$ cat src/rtl/xcl_pkg.sv
package xcl_pkg;
    localparam int NUM_CL = 2;

    typedef enum logic [2:0] {
        ST_IDLE,
        ST_DRAIN,
        ST_SEND,
        ST_ACCESS,
        ST_REPLY,
        ST_RESUME
    } seq_state_e;
endpackage

$ cat src/rtl/xcl_route.sv
module xcl_route #(
    parameter int ADDR_W    = 8,
    parameter int SPACE_BIT = ADDR_W - 1,
    parameter int CL_IDX    = 0
) (
    input  logic              req,
    input  logic [ADDR_W-1:0] addr,
    output logic              is_local,
    output logic              is_remote
);
    localparam logic OWN_SPACE = (CL_IDX != 0);

    logic space_sel;

    always_comb begin
        space_sel = addr[SPACE_BIT];
        is_local  = req && (space_sel == OWN_SPACE);
        is_remote = req && (space_sel != OWN_SPACE);
    end
endmodule

$ cat src/rtl/xcl_seq_fsm.sv
module xcl_seq_fsm
    import xcl_pkg::*;
#(
    parameter int ADDR_W = 8,
    parameter int DATA_W = 32
) (
    input  logic                          clk,
    input  logic                          rst_n,
    input  logic [NUM_CL-1:0]             rem,
    input  logic [NUM_CL-1:0][ADDR_W-1:0] addr,
    input  logic [NUM_CL-1:0]             we,
    input  logic [NUM_CL-1:0][DATA_W-1:0] wdata,
    input  logic                          bus_busy,
    input  logic [DATA_W-1:0]             remote_rdata,
    output seq_state_e                    state,
    output logic                          accept_ok,
    output logic                          cur_cl,
    output logic [ADDR_W-1:0]             cur_addr,
    output logic                          cur_we,
    output logic [DATA_W-1:0]             cur_wdata,
    output logic [DATA_W-1:0]             reply_data,
    output logic                          reply_pulse,
    output logic                          bus_req
);
    typedef struct packed {
        seq_state_e        st;
        logic              cl;
        logic [ADDR_W-1:0] a;
        logic              w;
        logic [DATA_W-1:0] wd;
        logic              pend;
        logic [ADDR_W-1:0] pa;
        logic              pw;
        logic [DATA_W-1:0] pwd;
        logic [DATA_W-1:0] rd;
    } fsm_t;

    fsm_t r_d, r_q;

    always_comb begin
        accept_ok = (r_q.st == ST_IDLE) || (r_q.st == ST_RESUME && !r_q.pend);
    end

    always_comb begin
        r_d = r_q;
        unique case (r_q.st)
            ST_DRAIN:  if (!bus_busy) r_d.st = ST_SEND;
            ST_SEND:   r_d.st = ST_ACCESS;
            ST_ACCESS: r_d.st = ST_REPLY;
            ST_REPLY: begin
                r_d.rd = remote_rdata;
                r_d.st = ST_RESUME;
            end
            default: begin
                if (r_q.st == ST_RESUME && r_q.pend) begin
                    r_d.cl   = 1'b1;
                    r_d.a    = r_q.pa;
                    r_d.w    = r_q.pw;
                    r_d.wd   = r_q.pwd;
                    r_d.pend = 1'b0;
                    r_d.st   = ST_DRAIN;
                end else if (rem[0]) begin
                    r_d.cl = 1'b0;
                    r_d.a  = addr[0];
                    r_d.w  = we[0];
                    r_d.wd = wdata[0];
                    r_d.st = ST_DRAIN;
                    if (rem[1]) begin
                        r_d.pend = 1'b1;
                        r_d.pa   = addr[1];
                        r_d.pw   = we[1];
                        r_d.pwd  = wdata[1];
                    end
                end else if (rem[1]) begin
                    r_d.cl = 1'b1;
                    r_d.a  = addr[1];
                    r_d.w  = we[1];
                    r_d.wd = wdata[1];
                    r_d.st = ST_DRAIN;
                end else begin
                    r_d.st = ST_IDLE;
                end
            end
        endcase
    end

    always_ff @(posedge clk) begin
        if (!rst_n) begin
            r_q <= '0;
        end else begin
            r_q <= r_d;
        end
    end

    always_comb begin
        state       = r_q.st;
        cur_cl      = r_q.cl;
        cur_addr    = r_q.a;
        cur_we      = r_q.w;
        cur_wdata   = r_q.wd;
        reply_data  = r_q.rd;
        reply_pulse = (r_q.st == ST_RESUME) && !r_q.w;
        bus_req     = (r_q.st == ST_SEND) || (r_q.st == ST_REPLY);
    end
endmodule

$ cat src/rtl/xcl_port_mux.sv
module xcl_port_mux
    import xcl_pkg::*;
#(
    parameter int ADDR_W = 8,
    parameter int DATA_W = 32
) (
    input  logic                          clk,
    input  logic                          rst_n,
    input  logic [NUM_CL-1:0]             loc_go,
    input  logic [NUM_CL-1:0][ADDR_W-1:0] addr,
    input  logic [NUM_CL-1:0]             we,
    input  logic [NUM_CL-1:0][DATA_W-1:0] wdata,
    input  seq_state_e                    state,
    input  logic                          cur_cl,
    input  logic [ADDR_W-1:0]             cur_addr,
    input  logic                          cur_we,
    input  logic [DATA_W-1:0]             cur_wdata,
    input  logic [DATA_W-1:0]             reply_data,
    input  logic                          reply_pulse,
    input  logic [NUM_CL-1:0][DATA_W-1:0] m_rdata,
    output logic [NUM_CL-1:0]             m_en,
    output logic [NUM_CL-1:0]             m_we,
    output logic [NUM_CL-1:0][ADDR_W-1:0] m_addr,
    output logic [NUM_CL-1:0][DATA_W-1:0] m_wdata,
    output logic [NUM_CL-1:0]             c_rvalid,
    output logic [NUM_CL-1:0][DATA_W-1:0] c_rdata,
    output logic [DATA_W-1:0]             remote_rdata
);
    typedef struct packed {
        logic [NUM_CL-1:0] lrd;
    } mux_t;

    mux_t r_d, r_q;

    always_comb begin
        remote_rdata = m_rdata[~cur_cl];
    end

    for (genvar k = 0; k < NUM_CL; k++) begin : g_mod
        localparam logic IDX = (k != 0);
        logic rem_hit;

        always_comb begin
            rem_hit = (state == ST_ACCESS) && (cur_cl != IDX);
            m_en[k]    = loc_go[k] || rem_hit;
            m_we[k]    = rem_hit ? cur_we    : (loc_go[k] && we[k]);
            m_addr[k]  = rem_hit ? cur_addr  : addr[k];
            m_wdata[k] = rem_hit ? cur_wdata : wdata[k];
        end

        always_comb begin
            r_d.lrd[k]  = loc_go[k] && !we[k];
            c_rvalid[k] = r_q.lrd[k] || (reply_pulse && cur_cl == IDX);
            c_rdata[k]  = (reply_pulse && cur_cl == IDX) ? reply_data : m_rdata[k];
        end
    end

    always_ff @(posedge clk) begin
        if (!rst_n) begin
            r_q <= '0;
        end else begin
            r_q <= r_d;
        end
    end
endmodule

$ cat src/rtl/xcl_mem_seq.sv
module xcl_mem_seq
    import xcl_pkg::*;
#(
    parameter int ADDR_W    = 8,
    parameter int DATA_W    = 32,
    parameter int SPACE_BIT = ADDR_W - 1
) (
    input  logic              clk,
    input  logic              rst_n,
    input  logic              c0_req,
    input  logic              c0_we,
    input  logic [ADDR_W-1:0] c0_addr,
    input  logic [DATA_W-1:0] c0_wdata,
    output logic              c0_stall,
    output logic              c0_rvalid,
    output logic [DATA_W-1:0] c0_rdata,
    input  logic              c1_req,
    input  logic              c1_we,
    input  logic [ADDR_W-1:0] c1_addr,
    input  logic [DATA_W-1:0] c1_wdata,
    output logic              c1_stall,
    output logic              c1_rvalid,
    output logic [DATA_W-1:0] c1_rdata,
    input  logic              bus_busy,
    output logic              bus_req,
    output logic              m0_en,
    output logic              m0_we,
    output logic [ADDR_W-1:0] m0_addr,
    output logic [DATA_W-1:0] m0_wdata,
    input  logic [DATA_W-1:0] m0_rdata,
    output logic              m1_en,
    output logic              m1_we,
    output logic [ADDR_W-1:0] m1_addr,
    output logic [DATA_W-1:0] m1_wdata,
    input  logic [DATA_W-1:0] m1_rdata
);
    logic [NUM_CL-1:0]             req, we, is_loc, is_rem, loc_go;
    logic [NUM_CL-1:0][ADDR_W-1:0] addr;
    logic [NUM_CL-1:0][DATA_W-1:0] wdata;
    logic [NUM_CL-1:0]             m_en, m_we, c_rvalid;
    logic [NUM_CL-1:0][ADDR_W-1:0] m_addr;
    logic [NUM_CL-1:0][DATA_W-1:0] m_wdata, m_rdata, c_rdata;

    seq_state_e        state;
    logic              accept_ok, cur_cl, cur_we, reply_pulse;
    logic [ADDR_W-1:0] cur_addr;
    logic [DATA_W-1:0] cur_wdata, reply_data, remote_rdata;

    always_comb begin
        req     = {c1_req, c0_req};
        we      = {c1_we, c0_we};
        addr    = {c1_addr, c0_addr};
        wdata   = {c1_wdata, c0_wdata};
        m_rdata = {m1_rdata, m0_rdata};
        loc_go  = is_loc & {NUM_CL{accept_ok}};
    end

    for (genvar k = 0; k < NUM_CL; k++) begin : g_route
        xcl_route #(
            .ADDR_W   (ADDR_W),
            .SPACE_BIT(SPACE_BIT),
            .CL_IDX   (k)
        ) u_route (
            .req      (req[k]),
            .addr     (addr[k]),
            .is_local (is_loc[k]),
            .is_remote(is_rem[k])
        );
    end

    xcl_seq_fsm #(
        .ADDR_W(ADDR_W),
        .DATA_W(DATA_W)
    ) u_fsm (
        .clk         (clk),
        .rst_n       (rst_n),
        .rem         (is_rem),
        .addr        (addr),
        .we          (we),
        .wdata       (wdata),
        .bus_busy    (bus_busy),
        .remote_rdata(remote_rdata),
        .state       (state),
        .accept_ok   (accept_ok),
        .cur_cl      (cur_cl),
        .cur_addr    (cur_addr),
        .cur_we      (cur_we),
        .cur_wdata   (cur_wdata),
        .reply_data  (reply_data),
        .reply_pulse (reply_pulse),
        .bus_req     (bus_req)
    );

    xcl_port_mux #(
        .ADDR_W(ADDR_W),
        .DATA_W(DATA_W)
    ) u_mux (
        .clk         (clk),
        .rst_n       (rst_n),
        .loc_go      (loc_go),
        .addr        (addr),
        .we          (we),
        .wdata       (wdata),
        .state       (state),
        .cur_cl      (cur_cl),
        .cur_addr    (cur_addr),
        .cur_we      (cur_we),
        .cur_wdata   (cur_wdata),
        .reply_data  (reply_data),
        .reply_pulse (reply_pulse),
        .m_rdata     (m_rdata),
        .m_en        (m_en),
        .m_we        (m_we),
        .m_addr      (m_addr),
        .m_wdata     (m_wdata),
        .c_rvalid    (c_rvalid),
        .c_rdata     (c_rdata),
        .remote_rdata(remote_rdata)
    );

    always_comb begin
        c0_stall  = !accept_ok;
        c1_stall  = !accept_ok;
        c0_rvalid = c_rvalid[0];
        c1_rvalid = c_rvalid[1];
        c0_rdata  = c_rdata[0];
        c1_rdata  = c_rdata[1];
        m0_en     = m_en[0];
        m1_en     = m_en[1];
        m0_we     = m_we[0];
        m1_we     = m_we[1];
        m0_addr   = m_addr[0];
        m1_addr   = m_addr[1];
        m0_wdata  = m_wdata[0];
        m1_wdata  = m_wdata[1];
    end
endmodule

$ cat config.mk
export PLATFORM = sky130hd
export DESIGN_NAME = xcl_mem_seq
export DESIGN_NICKNAME = d
export VERILOG_FILES = /design/src/rtl/xcl_pkg.sv /design/src/rtl/xcl_route.sv /design/src/rtl/xcl_seq_fsm.sv /design/src/rtl/xcl_port_mux.sv /design/src/rtl/xcl_mem_seq.sv
export SDC_FILE = /design/constraint.sdc
export NUM_CORES = 1
export LEC_CHECK = 0
export ABC_AREA = 1
export BUFFER_PORTS_ARGS = -buffer_cell sky130_fd_sc_hd__clkbuf_2
export CORE_UTILIZATION = 47
export CTS_CLUSTER_DIAMETER = 40
export DETAILED_ROUTE_END_ITERATION = 12
export PLACE_DENSITY = 0.78
export SLEW_MARGIN = 25
export SYNTH_ARGS = -nofsm -noshare
export SYNTH_HDL_FRONTEND = slang
export SYNTH_HIERARCHICAL = 1
export SYNTH_SLANG_ARGS = --single-unit
$ cat constraint.sdc
create_clock -name clk -period 1.35 [get_ports clk]
set_input_delay 0.0675 -clock clk [delete_from_list [all_inputs] [get_ports clk]]
set_output_delay 0.0675 -clock clk [all_outputs]
set_load 0.005 [all_outputs]
---- Word level (Yosys, flattened, before mapping) ----
Index checks and enable logic that the tools add are counted.
word-level totals
  word-level logic and storage cells ...... 76
  register bits ........................... 121
  bits in latches ......................... 0
  memory bits (read-only) ................. 0
  input bits .............................. 151
  memories kept ........................... 0
  bits in writable memories ............... 0
  output and inout port bits .............. 153
cells by class
  multiplexer cells ....................... 18
  eq/ne operators ......................... 6
  shift-type cells ........................ 0
  div/mod/pow operators ................... 0
  bitwise gates (word level) .............. 6
  reduce and logical (&&, ||, !) cells .... 34
  multipliers ............................. 0
  add/sub/neg operators ................... 0
  magnitude comparators ................... 1
operators by type and width
  operator                                             count
  two-way mux 32 bit                                   6
  two-way mux 42 bit                                   3
  two-way mux 46 bit                                   1
  two-way mux 43 bit                                   1
  two-way mux 8 bit                                    2
  logical AND 1 bit                                    15
  case mux 3 bit (4 select lines)                      1
  == test 3 x 2 -> 1 bit (second input constant)       2
  == test 3 bit (second input constant)                2
  logical OR 1 bit                                     6
  zero test 1 bit                                      5
  NOT 1 bit                                            5
  AND reduction 4 bit                                  1
  nonzero test 2 bit                                   2
  OR reduction 4 bit                                   1
  == test 3 x 1 -> 1 bit (second input constant)       1
  zero test 3 bit                                      1
  two-way mux 1 bit                                    3
  two-way mux 3 bit                                    1
  AND reduction 3 bit                                  1
  nonzero test 3 bit                                   1
  AND 2 bit                                            1
  < comparator 1 x 2 -> 1 bit (second input constant)  1
  != test 2 bit (second input constant)                1
  AND reduction 2 bit                                  1

---- Depth between registers and ports, before layout ----
  word-level depth ........................ 6
  mapped depth ............................ 12
  mapped depth without buffers ............ 9

---- Hierarchy ----
The synthesis kept the hierarchy.
by module, submodules not included
  module        cells each  sequential area each (um2)  area each (um2)  times used
  xcl_seq_fsm   999         2382.3                      6233.5           1
  xcl_port_mux  573         40.0                        2972.9           1
  xcl_route     4           0.0                         17.5             2
  xcl_mem_seq   6           0.0                         26.3             1

---- Worst setup path after synthesis ----
Ideal clock, no wire load.
  path type ............................... register to register
  from .................................... register u_fsm.r_q, in the netlist u_fsm/state[1]
  to ...................................... register u_fsm.r_q, in the netlist u_fsm/cur_addr[0]
  stages on the path, launching flop included .. 10
  required time ........................... 1.237 ns
  library setup time ...................... 0.113 ns
  path buffers ............................ 2
  arrival ................................. 1.235 ns
  period minus slack after synthesis ...... 1.348 ns
  path slack .............................. 0.002 ns
  cell sequence ........................... dfxtp_1 nor2_1 nand2_2 nand2_2 nor2_2 nand2_2 buf_6 buf_2 nor2_1 nor2_1
between the ends
  cells in the longest elaborated chain, start to end .. 4
  elaborated cells between the ends (all ways) .. 11
  classes of those cells .................. eq/ne: 5; mux: 1; bitwise: 1; reduce/logical: 4
RTL lines
  what                                                                      RTL line           RTL
  start, declared                                                           xcl_seq_fsm.sv:38  fsm_t r_d, r_q;
  start signal, assigned                                                    xcl_seq_fsm.sv:91  r_q <= r_d;
  == test 3 x 1 -> 1 bit, or another cell as far along                      xcl_seq_fsm.sv:46  unique case (r_q.st)
  OR reduction 4 bit (no source line) or logical AND 1 bit (tied branches)  n/a
  NOT 1 bit (no source line) or nonzero test 3 bit (tied branches)          n/a
  AND reduction 2 bit (no source line)                                      n/a
Parallel ways exist; a longest one is shown, timed or not.
A chain may end at the register's enable or synchronous reset.

---- Worst setup path in the final report ----
  from .................................... register u_fsm.r_q, in the netlist u_fsm/state[1]
  to ...................................... output port c1_rdata[2]
between the ends
  cells in the longest elaborated chain, start to end .. 4
RTL lines
  what                RTL line            RTL
  == test 3 bit       xcl_seq_fsm.sv:102  reply_pulse = (r_q.st == ST_RESUME) && !r_q.w;
  logical AND 1 bit   xcl_seq_fsm.sv:102
  net reply_pulse     xcl_mem_seq.sv:45   logic accept_ok, cur_cl, cur_we, reply_pulse;
  logical AND 1 bit   xcl_port_mux.sv:54  c_rdata[k] = (reply_pulse && cur_cl == IDX) ? reply_data : m_rdata[k];
  two-way mux 32 bit  xcl_port_mux.sv:54
  end, declared       xcl_mem_seq.sv:23   output logic [DATA_W-1:0] c1_rdata,
The timed path passes the listed nets, and every way through them passes these cells.

==> out/metrics.csv <==
stage,metric,value,unit
detailed_routing,first_pass_iters,6,
min_path,min-delay-path-class,in2reg,
finish,instances_no_fill,2172,
pwr,power_density,1060,mW/mm²
finish,syn2layout_area_growth,44.9,%
detailed_routing,drt-initial-drc-count,1180,
floorplan,die-area,0.0203,mm²
sta,min_period_over_period,140,%
critical_path,crit_buf_inv,5,
critical_path,required,1280,ps
critical_path,worstPathArrival,1830,ps
floorplan,die_y,142,µm
synthesis,async_flop_share,0,%
sta,max_slew_margin,71.5,%
clock_network,clkTransAtPathRegs,60,ps
pwr,cellLeakagePower,6.93,nW
synthesis,ys_warn_count,6,
sta,finClkSkew,12.2,ps
clock_network,clockBufferDepth,2,
floorplan,io_pins,304,
detailed_routing,vias,11300,
detailed_routing,vias_per_cell,5.20,
critical_path,worst_r2r_startpoint,u_fsm/state[0]$_SDFFE_PN0P_,
min_path,hold_end,u_fsm/reply_data[10]$_SDFFE_PN0N_,
detailed_routing,met1_length,12800,µm
finish,final_util,70.6,%
synthesis,synth_most_common_cell,nand2_1,
grt,grt_max_degree,39,
placement,place_ws,-207,ps
clock_network,cts_root_buf,clkbuf_16,
floorplan,die_w,142,µm
critical_path,crit_fanout,8,
sta,final.setup.tns,-107290,ps
finish,fin_nets,2050,
sta,setup_ws,-546,ps
synthesis,synthFlopType,dfxtp_1,
detailed_routing,wl_per_cell,16.1,µm
placement,place_hpwl,18100,µm
min_path,hold_start,m1_rdata[10],
synthesis,synthTopCellsByCount,"581 x nand2_1, 237 x nor2_1, 176 x inv_1",
clock_network,cts_sinks,121,
clock_network,insertion_delay,420,ps
detailed_routing,wl_met2,17000,µm
grt,grt_pass1_wl,49400,µm
clock_network,htreeDepth,4,
synthesis,synth.yosys.seq_area_share,26.1,%
critical_path,cp_top_family,buffers and inverters,
detailed_routing,wirelength,35000,µm
sta,finalSetupViolCount,271,
detailed_routing,highest_layer,met4,
detailed_routing,drtAntennaViolNets,0,
critical_path,startpoint,u_fsm/state[1]$_SDFFE_PN0P_,
critical_path,rr_worst_depth,10,
sta,rsz0062_at_grt,yes,
critical_path,worstReg2RegEnd,u_fsm/r_q[70]$_SDFFE_PN0P_,
status,violations,negative setup slack,
floorplan,start_util,48.7,%
synthesis,syn-num-nets,1737,
critical_path,cpPeakStageDelay,340,ps
floorplan,num_rows,50,
finish,diodes,0,
synthesis,synthCells,1586,
critical_path,cp-end-kind,output pin,
floorplan,coreArea,0.0190,mm²
pwr,p_total,14.3,mW
synthesis,syn_area_per_cell,5.84,µm²
sta,tightest_slew,428,ps
sta,hold_viol_final,0,
critical_path,critPathKind,reg2out,
min_path,whs_path_depth,5,
clock_network,numCtsBuffers,17,
synthesis,yosys.area.top_type,dfxtp_1,
grt,antenna_found_initial,0,
grt,grt.total_usage,31.1,%
status,status,"complete, but fails checks",
critical_path,reg2reg_slack,-400,ps
flow_run,maxCapViolCount,0,
critical_path,setup.worst_path.start_class,register,
critical_path,cp_cell_sequence,"inv_2, nand3_4, nor2_4, buf_8, nand2_8, buf_12, buf_16, o21ai_2, buf_2",
placement,placed_cells,2027,
synthesis,synth_cell_type_count,24,
synthesis,netlist_area,0.00927,mm²
synthesis,synth_edf_count,0,
placement,port_buffers,303,
critical_path,worstSetupPathDepth,9,
clock_network,cts_tree,done,
synthesis,synth_area_leaders,"dfxtp_1 26%, nand2_1 24%, nor2_1 9.6%, inv_1 7.1%, buf_4 6.7%",
pwr,ir_worst_vdd,0.914,mV
grt,grt_pass1_vias,9979,
synthesis,synth_top_area_share,26.1,%
critical_path,slowest_stage,dfxtp_2,
placement,gp_congestion,0.862,
detailed_routing,drc_errors,0,
sta,min_period,1900,ps
finish,drive_above_1_share,33.4,%
sta,slew_violations,0,
detailed_routing,route.met3.wl,3380,µm
synthesis,ys_ff_latch,121,
sta,max_freq,527,MHz
grt,grt-ovfl-total,0,
-- layer usage --
metal / global-route usage [%] / up-vias
met2: 55.6 / 747
li1: - / 5384
met3: 5.96 / 165
met1: 34.7 / 5009
met4: 16.5 / 0
met5: 0 / -
-- per-stage QoR --
stage               instance area, µm²  hold slack, ps
finish                           13400            14.1
global route                     13400            34.0
CTS                              12800            5.25
detailed placement               10300             275
global placement                 10300             273
floorplan                         9270             145
-- logic make-up after synthesis --
| group | after synthesis | share of synthesized area [%] |
|---|---|---|
| flops | 121 | 26.1 |
| compound gates | 185 | 12.2 |
| buf+inv | 356 | 22.3 |
| simple gates | 924 | 39.3 |
-- registers in the layout, summed over array words and instances (netlist names) --
name / cells
u_fsm/cur_cl: 1
u_fsm/cur_wdata: 32
u_fsm/cur_we: 1
u_fsm/reply_data: 32
u_mux/r_q: 2
u_fsm/r_q: 42
u_fsm/state: 3
u_fsm/cur_addr: 8
-- final cells by class --
class | count | area (µm²)
well taps | 260 | 325
clock inverters | 9 | 185
fillers | 1489 | 5590
inverters | 178 | 668
clock buffers | 23 | 488
flip-flops and latches | 121 | 2430
repair buffers | 470 | 4010
multi-input cells | 1111 | 5320
-- repair_timing --
item                                   in CTS  in global routing
resized for setup                         119                139
pin swaps                                   8                 19
hold buffers                               40                  0
gates cloned                               31                 10
endpoints found under the hold margin      41                  0
setup endpoints to repair                 268                273
buffers inserted                           24                 14
-- worst max path at each step --
| stage | slack, ps | end |
|---|---|---|
| after floorplan | 2 | u_fsm/cur_addr[0]$_SDFFE_PN0P_ |
| after detailed placement | -210 | u_fsm/r_q[67]$_SDFFE_PN0P_ |
| after global routing | -630 | m0_we |
| after global placement | -160 | u_fsm/r_q[72]$_SDFFE_PN0P_ |
| final | -550 | c1_rdata[2] |
| after CTS | -540 | c1_rdata[29] |
-- cells in the final DEF, fill, tap and decap left out, drive strengths merged --
master,synthesis,layout
a211oi,1,1
a21oi,4,4
buf,149,151
bufinv,0,5
clkbuf,29,302
clkinv,0,3
dfxtp,121,121
dlygate4sd3,0,40
inv,178,179
nand2,595,597
nand3,85,85
nand4,1,1
nor2,241,241
nor3,2,2
o21ai,180,180
-- worst reg2reg max path, cell delays in order, from the launching register on --
cell and delay [ps]:
dfxtp_4 390, inv_1 80, nor2_1 310, inv_1 130, nand3_4 120, nor2_4 60
buf_12 150, buf_6 130, buf_16 130, nor2_1 80, nor2_1 60
-- report_power, final --
part / total (mW) / switching [mW] / internal, mW / leakage, nW
sequential: 4.22 / 0.292 / 3.92 / 0.989
combinational: 4.84 / 2.64 / 2.21 / 5.62
clock: 5.21 / 1.71 / 3.49 / 0.328
total: 14.3 / 4.65 / 9.62 / 6.93
Power figures use the tool's default switching activity.
